[config.mk]
export PLATFORM = sky130hd
export DESIGN_NAME = ctl_order_seq
export DESIGN_NICKNAME = d
export VERILOG_FILES = /design/src/rtl/ctl_order_pkg.sv /design/src/rtl/ctl_par_chk.sv /design/src/rtl/ctl_order_dec.sv /design/src/rtl/ctl_addr_store.sv /design/src/rtl/ctl_order_seq.sv
export SDC_FILE = /design/constraint.sdc
export NUM_CORES = 1
export LEC_CHECK = 0
export ABC_AREA = 1
export CORE_AREA = 2 2 97 99
export DETAILED_ROUTE_END_ITERATION = 12
export DIE_AREA = 0 0 99 101
export PLACE_DENSITY = 0.84
export SLEW_MARGIN = 25
export SYNTH_ARGS = -nofsm -noshare
export SYNTH_HDL_FRONTEND = slang
export SYNTH_SLANG_ARGS = --single-unit
[constraint.sdc]
create_clock -name clk -period 1.98 [get_ports clk]
set_clock_uncertainty 0.1 [all_clocks]
set_input_delay 0.198 -clock clk [delete_from_list [all_inputs] [get_ports clk]]
set_output_delay 0.198 -clock clk [all_outputs]
set_load 0.05 [all_outputs]
[src/rtl/ctl_order_pkg.sv]
package ctl_order_pkg;
  localparam int NOPS   = 8;
  localparam int OPB_NOOP  = 0;
  localparam int OPB_SEEK  = 1;
  localparam int OPB_WRCHK = 2;
  localparam int OPB_SINOP = 3;
  localparam int OPB_PTV0  = 4;

  localparam int FIRST_SHORT = 0;
  localparam int FIRST_LONG  = 8;

  localparam int SC_NOOP  = 0;
  localparam int SC_REL   = 1;
  localparam int SC_SIX   = 2;
  localparam int SC_EIGHT = 3;
  localparam int SC_COUNT = 4;

  typedef enum logic [1:0] {
    CLS_NONE  = 2'd0,
    CLS_SHORT = 2'd1,
    CLS_LONG  = 2'd2,
    CLS_BAD   = 2'd3
  } ord_cls_t;

  typedef enum logic [1:0] {
    ST_IDLE  = 2'd0,
    ST_REQ   = 2'd1,
    ST_LOAD  = 2'd2,
    ST_FINAL = 2'd3
  } seq_st_t;
endpackage

[src/rtl/ctl_par_chk.sv]
module ctl_par_chk #(
  parameter int W = 6
) (
  input  logic [W-1:0] data,
  input  logic         par,
  output logic         bad
);
  // odd parity: total ones over data and parity bit must be odd
  assign bad = ~(^{par, data});
endmodule

[src/rtl/ctl_order_dec.sv]
module ctl_order_dec
  import ctl_order_pkg::*;
#(
  parameter int CW = 6
) (
  input  ord_cls_t        cls,
  input  logic [CW-1:0]   code,
  output logic            valid,
  output logic [NOPS-1:0] onehot,
  output logic            bm_set,
  output logic            bm_clr,
  output logic            keep_flags,
  output logic            is_sinop
);
  localparam logic [CW-1:0] LONG_LIM  = CW'(NOPS);
  localparam logic [CW-1:0] SHORT_LIM = CW'(SC_COUNT);

  always_comb begin
    valid      = 1'b0;
    onehot     = '0;
    bm_set     = 1'b0;
    bm_clr     = 1'b0;
    keep_flags = 1'b0;
    is_sinop   = 1'b0;
    unique case (cls)
      CLS_LONG: begin
        if (code < LONG_LIM) begin
          valid = 1'b1;
          for (int i = 0; i < NOPS; i++) begin
            onehot[i] = (code == CW'(i));
          end
        end
        keep_flags = (code == CW'(OPB_WRCHK));
        is_sinop   = (code == CW'(OPB_SINOP));
      end
      CLS_SHORT: begin
        if (code < SHORT_LIM) begin
          valid = 1'b1;
          onehot[OPB_NOOP] = (code == CW'(SC_NOOP));
          bm_set = (code == CW'(SC_REL)) || (code == CW'(SC_SIX));
          bm_clr = (code == CW'(SC_EIGHT));
        end
      end
      default: begin
        valid = 1'b0;
      end
    endcase
  end
endmodule

[src/rtl/ctl_addr_store.sv]
module ctl_addr_store #(
  parameter int CW    = 6,
  parameter int TRK_N = 4,
  parameter int REC_N = 2,
  localparam int NSLOT = 2 + TRK_N + REC_N,
  localparam int SW    = $clog2(NSLOT)
) (
  input  logic               clk,
  input  logic               rst,
  input  logic               clr,
  input  logic               wr_en,
  input  logic [SW-1:0]      idx,
  input  logic [CW-1:0]      din,
  output logic [CW-1:0]      acc_q,
  output logic [CW-1:0]      mod_q,
  output logic [TRK_N*CW-1:0] trk_q,
  output logic [REC_N*CW-1:0] rec_q
);
  logic [CW-1:0] slot [NSLOT];

  for (genvar s = 0; s < NSLOT; s++) begin : g_slot
    always_ff @(posedge clk) begin
      if (rst || clr) begin
        slot[s] <= '0;
      end else if (wr_en && (idx == SW'(s))) begin
        slot[s] <= din;
      end
    end
  end

  assign acc_q = slot[0];
  assign mod_q = slot[1];

  for (genvar t = 0; t < TRK_N; t++) begin : g_trk
    assign trk_q[(TRK_N-1-t)*CW +: CW] = slot[2+t];
  end

  for (genvar r = 0; r < REC_N; r++) begin : g_rec
    assign rec_q[(REC_N-1-r)*CW +: CW] = slot[2+TRK_N+r];
  end
endmodule

[src/rtl/ctl_order_seq.sv]
module ctl_order_seq
  import ctl_order_pkg::*;
#(
  parameter int CW    = 6,
  parameter int TRK_N = 4,
  parameter int REC_N = 2
) (
  input  logic                 clk,
  input  logic                 rst,
  input  logic                 start,
  input  logic                 svc_ack,
  input  logic [CW-1:0]        wr_char,
  input  logic                 wr_par,
  output logic                 svc_req,
  output logic                 busy,
  output logic                 end_ok,
  output logic                 end_err,
  output logic                 sel_stb,
  output logic                 mon_armed,
  output logic [NOPS-1:0]      op_flags,
  output logic                 bit_mode,
  output logic [CW-1:0]        acc_q,
  output logic [CW-1:0]        mod_q,
  output logic [TRK_N*CW-1:0]  trk_q,
  output logic [REC_N*CW-1:0]  rec_q
);
  localparam int NSLOT     = 2 + TRK_N + REC_N;
  localparam int SW        = $clog2(NSLOT);
  localparam int ADDR_DIG0 = 3;
  localparam int LAST_DIG  = ADDR_DIG0 + NSLOT - 1;
  localparam int END_LONG  = LAST_DIG + 1;
  localparam int END_SHORT = 3;
  localparam int SEL_DIG   = 5;
  localparam int MON_DIG   = LAST_DIG - 1;
  localparam int DW        = $clog2(END_LONG + 1);

  seq_st_t        st;
  logic [DW-1:0]  dg;
  logic [CW-1:0]  ser;
  logic           ser_bad;
  ord_cls_t       cls;
  logic           inv;
  logic           sinop_q;

  logic            par_bad;
  logic            dec_valid;
  logic [NOPS-1:0] dec_onehot;
  logic            dec_bm_set;
  logic            dec_bm_clr;
  logic            dec_keep;
  logic            dec_sinop;

  ctl_par_chk #(.W(CW)) u_par (
    .data (wr_char),
    .par  (wr_par),
    .bad  (par_bad)
  );

  ctl_order_dec #(.CW(CW)) u_dec (
    .cls        (cls),
    .code       (ser),
    .valid      (dec_valid),
    .onehot     (dec_onehot),
    .bm_set     (dec_bm_set),
    .bm_clr     (dec_bm_clr),
    .keep_flags (dec_keep),
    .is_sinop   (dec_sinop)
  );

  logic          in_load_ok;
  logic          addr_clr;
  logic          addr_wr;
  logic [SW-1:0] addr_idx;
  logic          addr_digit;

  assign in_load_ok = (st == ST_LOAD) && !ser_bad;
  assign addr_digit = (dg >= DW'(ADDR_DIG0)) && (dg <= DW'(LAST_DIG));
  assign addr_clr   = in_load_ok && (dg == DW'(2)) && (cls == CLS_LONG);
  assign addr_wr    = in_load_ok && addr_digit &&
                      !((dg == DW'(ADDR_DIG0)) && inv);
  assign addr_idx   = SW'(dg - DW'(ADDR_DIG0));

  ctl_addr_store #(.CW(CW), .TRK_N(TRK_N), .REC_N(REC_N)) u_addr (
    .clk   (clk),
    .rst   (rst),
    .clr   (addr_clr),
    .wr_en (addr_wr),
    .idx   (addr_idx),
    .din   (ser),
    .acc_q (acc_q),
    .mod_q (mod_q),
    .trk_q (trk_q),
    .rec_q (rec_q)
  );

  // first order character classification
  function automatic ord_cls_t classify(input logic [CW-1:0] c);
    if (c == CW'(FIRST_SHORT))     return CLS_SHORT;
    else if (c == CW'(FIRST_LONG)) return CLS_LONG;
    else                           return CLS_BAD;
  endfunction

  always_ff @(posedge clk) begin
    if (rst) begin
      st        <= ST_IDLE;
      dg        <= '0;
      ser       <= '0;
      ser_bad   <= 1'b0;
      cls       <= CLS_NONE;
      inv       <= 1'b0;
      sinop_q   <= 1'b0;
      svc_req   <= 1'b0;
      busy      <= 1'b0;
      end_ok    <= 1'b0;
      end_err   <= 1'b0;
      sel_stb   <= 1'b0;
      mon_armed <= 1'b0;
      op_flags  <= '0;
      bit_mode  <= 1'b0;
    end else begin
      end_ok  <= 1'b0;
      end_err <= 1'b0;
      sel_stb <= 1'b0;
      unique case (st)
        ST_IDLE: begin
          if (start) begin
            busy               <= 1'b1;
            dg                 <= '0;
            cls                <= CLS_NONE;
            inv                <= 1'b0;
            sinop_q            <= 1'b0;
            op_flags[OPB_NOOP] <= 1'b0;
            svc_req            <= 1'b1;
            st                 <= ST_REQ;
          end
        end
        ST_REQ: begin
          if (svc_ack) begin
            ser     <= wr_char;
            ser_bad <= par_bad;
            dg      <= dg + DW'(1);
            svc_req <= 1'b0;
            st      <= ST_LOAD;
          end
        end
        ST_LOAD: begin
          if (ser_bad) begin
            end_err            <= 1'b1;
            busy               <= 1'b0;
            mon_armed          <= 1'b0;
            op_flags[OPB_SEEK]  <= 1'b0;
            op_flags[OPB_SINOP] <= 1'b0;
            st                 <= ST_IDLE;
          end else if (dg == DW'(1)) begin
            cls     <= classify(ser);
            svc_req <= 1'b1;
            st      <= ST_REQ;
          end else if (dg == DW'(2)) begin
            op_flags <= (dec_keep ? op_flags : '0) | dec_onehot;
            if (dec_bm_set)      bit_mode <= 1'b1;
            else if (dec_bm_clr) bit_mode <= 1'b0;
            inv     <= !dec_valid;
            sinop_q <= dec_sinop;
            if (cls == CLS_LONG) begin
              svc_req <= 1'b1;
              st      <= ST_REQ;
            end else begin
              dg <= DW'(END_SHORT);
              st <= ST_FINAL;
            end
          end else if ((dg == DW'(ADDR_DIG0)) && inv) begin
            end_err            <= 1'b1;
            busy               <= 1'b0;
            op_flags[OPB_SEEK]  <= 1'b0;
            op_flags[OPB_SINOP] <= 1'b0;
            st                 <= ST_IDLE;
          end else begin
            if (dg == DW'(SEL_DIG)) sel_stb <= 1'b1;
            if ((dg == DW'(MON_DIG)) && !sinop_q && !inv) mon_armed <= 1'b1;
            if (dg == DW'(LAST_DIG)) begin
              dg <= DW'(END_LONG);
              st <= ST_FINAL;
            end else begin
              svc_req <= 1'b1;
              st      <= ST_REQ;
            end
          end
        end
        ST_FINAL: begin
          end_ok             <= !inv;
          end_err            <= inv;
          busy               <= 1'b0;
          mon_armed          <= 1'b0;
          op_flags[OPB_SEEK]  <= 1'b0;
          op_flags[OPB_SINOP] <= 1'b0;
          st                 <= ST_IDLE;
        end
        default: st <= ST_IDLE;
      endcase
    end
  end
endmodule

==> flow_summary.yaml <==
place:
  dp_hpwl_mm: 7.140
  place_congestion: 0.9161
  placed_area_um2: 5194
  portBuffers: 73
floorplan:
  coreArea_um2: 8977
  die_w_um: 99
  start_util_pct: 47.07
  die_h_um: 101
  num_io_pins: 74
  die_area_um2: 9999
  row_count: 35
worst_setup_path:
  worstPathMaxFanout: 12
  r2r_start: "dg[0]"
  path_delay_family: "buffers and inverters"
  path_cells: "inv_1 > ha_2 > nand2_2 > inv_2 > nand2_2 > o21ai_4 > buf_4 > clkbuf_16 > nor3_2"
  cp.required_ns: 1.98
  cp_common_cell: "nand2_2"
  path_buf_inv: 4
  startpoint: "dg[0]"
  crit_path_end_kind: "flop"
  cpPeakStageDelay_ns: 0.37
  worstSetupPathType: "reg2reg"
  cp_slowest_cell: "dfxtp_1"
  startpoint_type: "flop"
  arrival_ns: 1.93
timing:
  rsz0062_at_grt: "true"
  slew_viol_final: 0
  setup_viol: 0
  fmax_ghz: 0.5163
  worst_pin_slew_ns: 0.5132
  post-route-period-util_pct: 97.82
  maxSlewHeadroom_pct: 65.68
  hold_slack_ns: 0.3434
  hold_viol_final: 0
  tns_ns: 0
  finalCriticalPeriod_ns: 1.937
clocking:
  cts_tree: "built"
  cts_hold_buf: 0
  cts_buffers: 9
  clkLatencyLatePin_ns: 0.35
  clockBufferDepth: 2
  h-tree-depth: 3
  clkSinkCount: 80
  path_clk_slew_ns: 0.09
  clockRootBuffer: "clkbuf_8"
synth:
  syn_inst: 435
  yosysUniqueCellTypes: 34
  synthTopCellsByArea: "edfxtp_1, dfxtp_1, nor3_2"
  ys_seq_area_share_pct: 49.27
  synth_nets: 459
  synthArstFlopShare_pct: 0
  synth_edf_count: 48
  yosysTopAreaCell: "edfxtp_1"
  synth-seq-cells: 80
  synth_top_area_share_pct: 34.11
  syn-cell-area_um2: 4225
  yosysWarningCount: 0
  syn_area_per_cell_um2: 9.713
  synth_flop_cell: "edfxtp_1"
detailed_routing:
  vias: 3498
  drcViolationCount: 0
  via_per_inst: 5.382
  totalWireLength_mm: 10.23
  postRouteAntennaNets: 0
  drt_pass1_iterations: 5
  drt_iter0_drc: 235
  wl_per_cell_um: 15.73
power:
  power.leakage_nw: 2.151
  fin_total_pwr_mw: 6.038
  p_per_area_nw_per_um2: 1085
  peakVddDrop_uv: 686.9
global_route:
  antenna_found_initial: 0
  grt_pass1_wl_mm: 16.02
  grt_max_degree: 49
  grtUsageTotal_pct: 20.12
  grt_pass1_vias: 3371
  gr-total-overflow: 0
layout:
  final_common_cell: "nand2_1"
  fin_nets: 558
  mostFrequentLayoutCells: "nand2_1, clkdlybuf4s50_1, nor3_2, edfxtp_1, inv_1"
  final_util_pct: 61.98
  antennaDiodeCount: 0
  drive_above_1_share_pct: 24.86
  area_growth_pct: 31.69
  finalInstanceArea_um2: 5564
min_path:
  worstHoldPathType: "reg2reg"
  holdCritStartpoint: "bit_mode"
status:
  status: "complete, no violations"
run:
  maxCapViolations: 0
registers in the layout, indices dropped and copies added (netlist names):
| name | flops |
|---|---|
| cls | 2 |
| sel_stb | 1 |
| sinop_q | 1 |
| busy | 1 |
| svc_req | 1 |
| u_addr.slot | 48 |
| ser_bad | 1 |
| st | 2 |
| end_err | 1 |
| ser | 6 |
| inv | 1 |
| op_flags | 8 |
| end_ok | 1 |
| bit_mode | 1 |
| mon_armed | 1 |
| dg | 4 |
synthesized netlist by cell type (2+ instances only):
cell type and count:
dfxtp_1 32, nand2_1 92, inv_2 8, nor2_8 2, buf_6 2, nand4_1 5
a31oi_1 3, ha_1 13, inv_1 46, a21oi_1 19, nor3_1 3, buf_4 3
o22ai_1 2, clkbuf_1 7, nand4_4 8, o21ai_0 19, nor3_2 48, nor2_2 2
edfxtp_1 48, nor2_1 35, nand2_2 2, nand3_1 23, clkinv_1 2
final timing paths:
check | slack [ns] | to | cells past startpoint
setup / recovery | 0.04 | u_addr.slot[1][12] | 9
hold / removal | 0.34 | bit_mode | 2
setup reg to reg | 0.04 | u_addr.slot[1][12] | 9
hold reg to reg | 0.34 | bit_mode | 2
per-layer routing:
layer / part of all wire, % / global-route usage, % / vias up
li1: - / - / 1662
met1: 40 / 25.17 / 1666
met2: 50 / 33.73 / 148
met3: 7.1 / 4.716 / 22
met4: 2.6 / 8.114 / 0
met5: 0 / 0 / -
layout make-up:
cell class	instances	area (µm²)
Fill cell	670	3413
Sequential cell	80	2083
Multi-Input combinational cell	285	1889
Timing Repair Buffer	102	1033
Inverter	56	210.2
Clock buffer	11	162.7
Tap cell	111	138.9
Clock inverter	5	46.29
report_power, final:
part	switching, mW	internal [mW]	total, mW
Sequential	0.171	1.95	2.12
Combinational	1.82	0.860	2.68
Clock	0.652	0.586	1.24
metrics by stage:
step | setup WS [ns] | cells
after floorplan | 0.02923 | 435
after global placement | 0.09261 | 627
after detailed placement | -0.005638 | 627
after CTS | 0.02257 | 646
after global routing | -0.03213 | 650
final | 0.04313 | 650
worst register-to-register path: stages (launching register included):
cell and delay [ns]:
dfxtp_1 0.37, inv_1 0.09, ha_2 0.24, nand2_2 0.08, inv_2 0.06, nand2_2 0.09
o21ai_4 0.17, buf_4 0.20, clkbuf_16 0.20, nor3_2 0.06
logic make-up after synthesis:
family                   synth area share [%]
flip-flops                              49.27
XOR/XNOR                                1.066
AND/OR/NAND/NOR                         32.75
AO/OA/AOI/OAI                           5.922
adder cells (fa/ha/maj)                 3.850
buffers and inverters                   7.137
timing repair:
action | CTS | global route
endpoints found under the setup margin | 24 | 107
pin swaps | 1 | 1
setup buffers | 3 | 1
endpoints found under the hold margin | 0 | 0
gates cloned | 0 | 3
resized for setup | 2 | 18
Power figures use the tool's default switching activity.
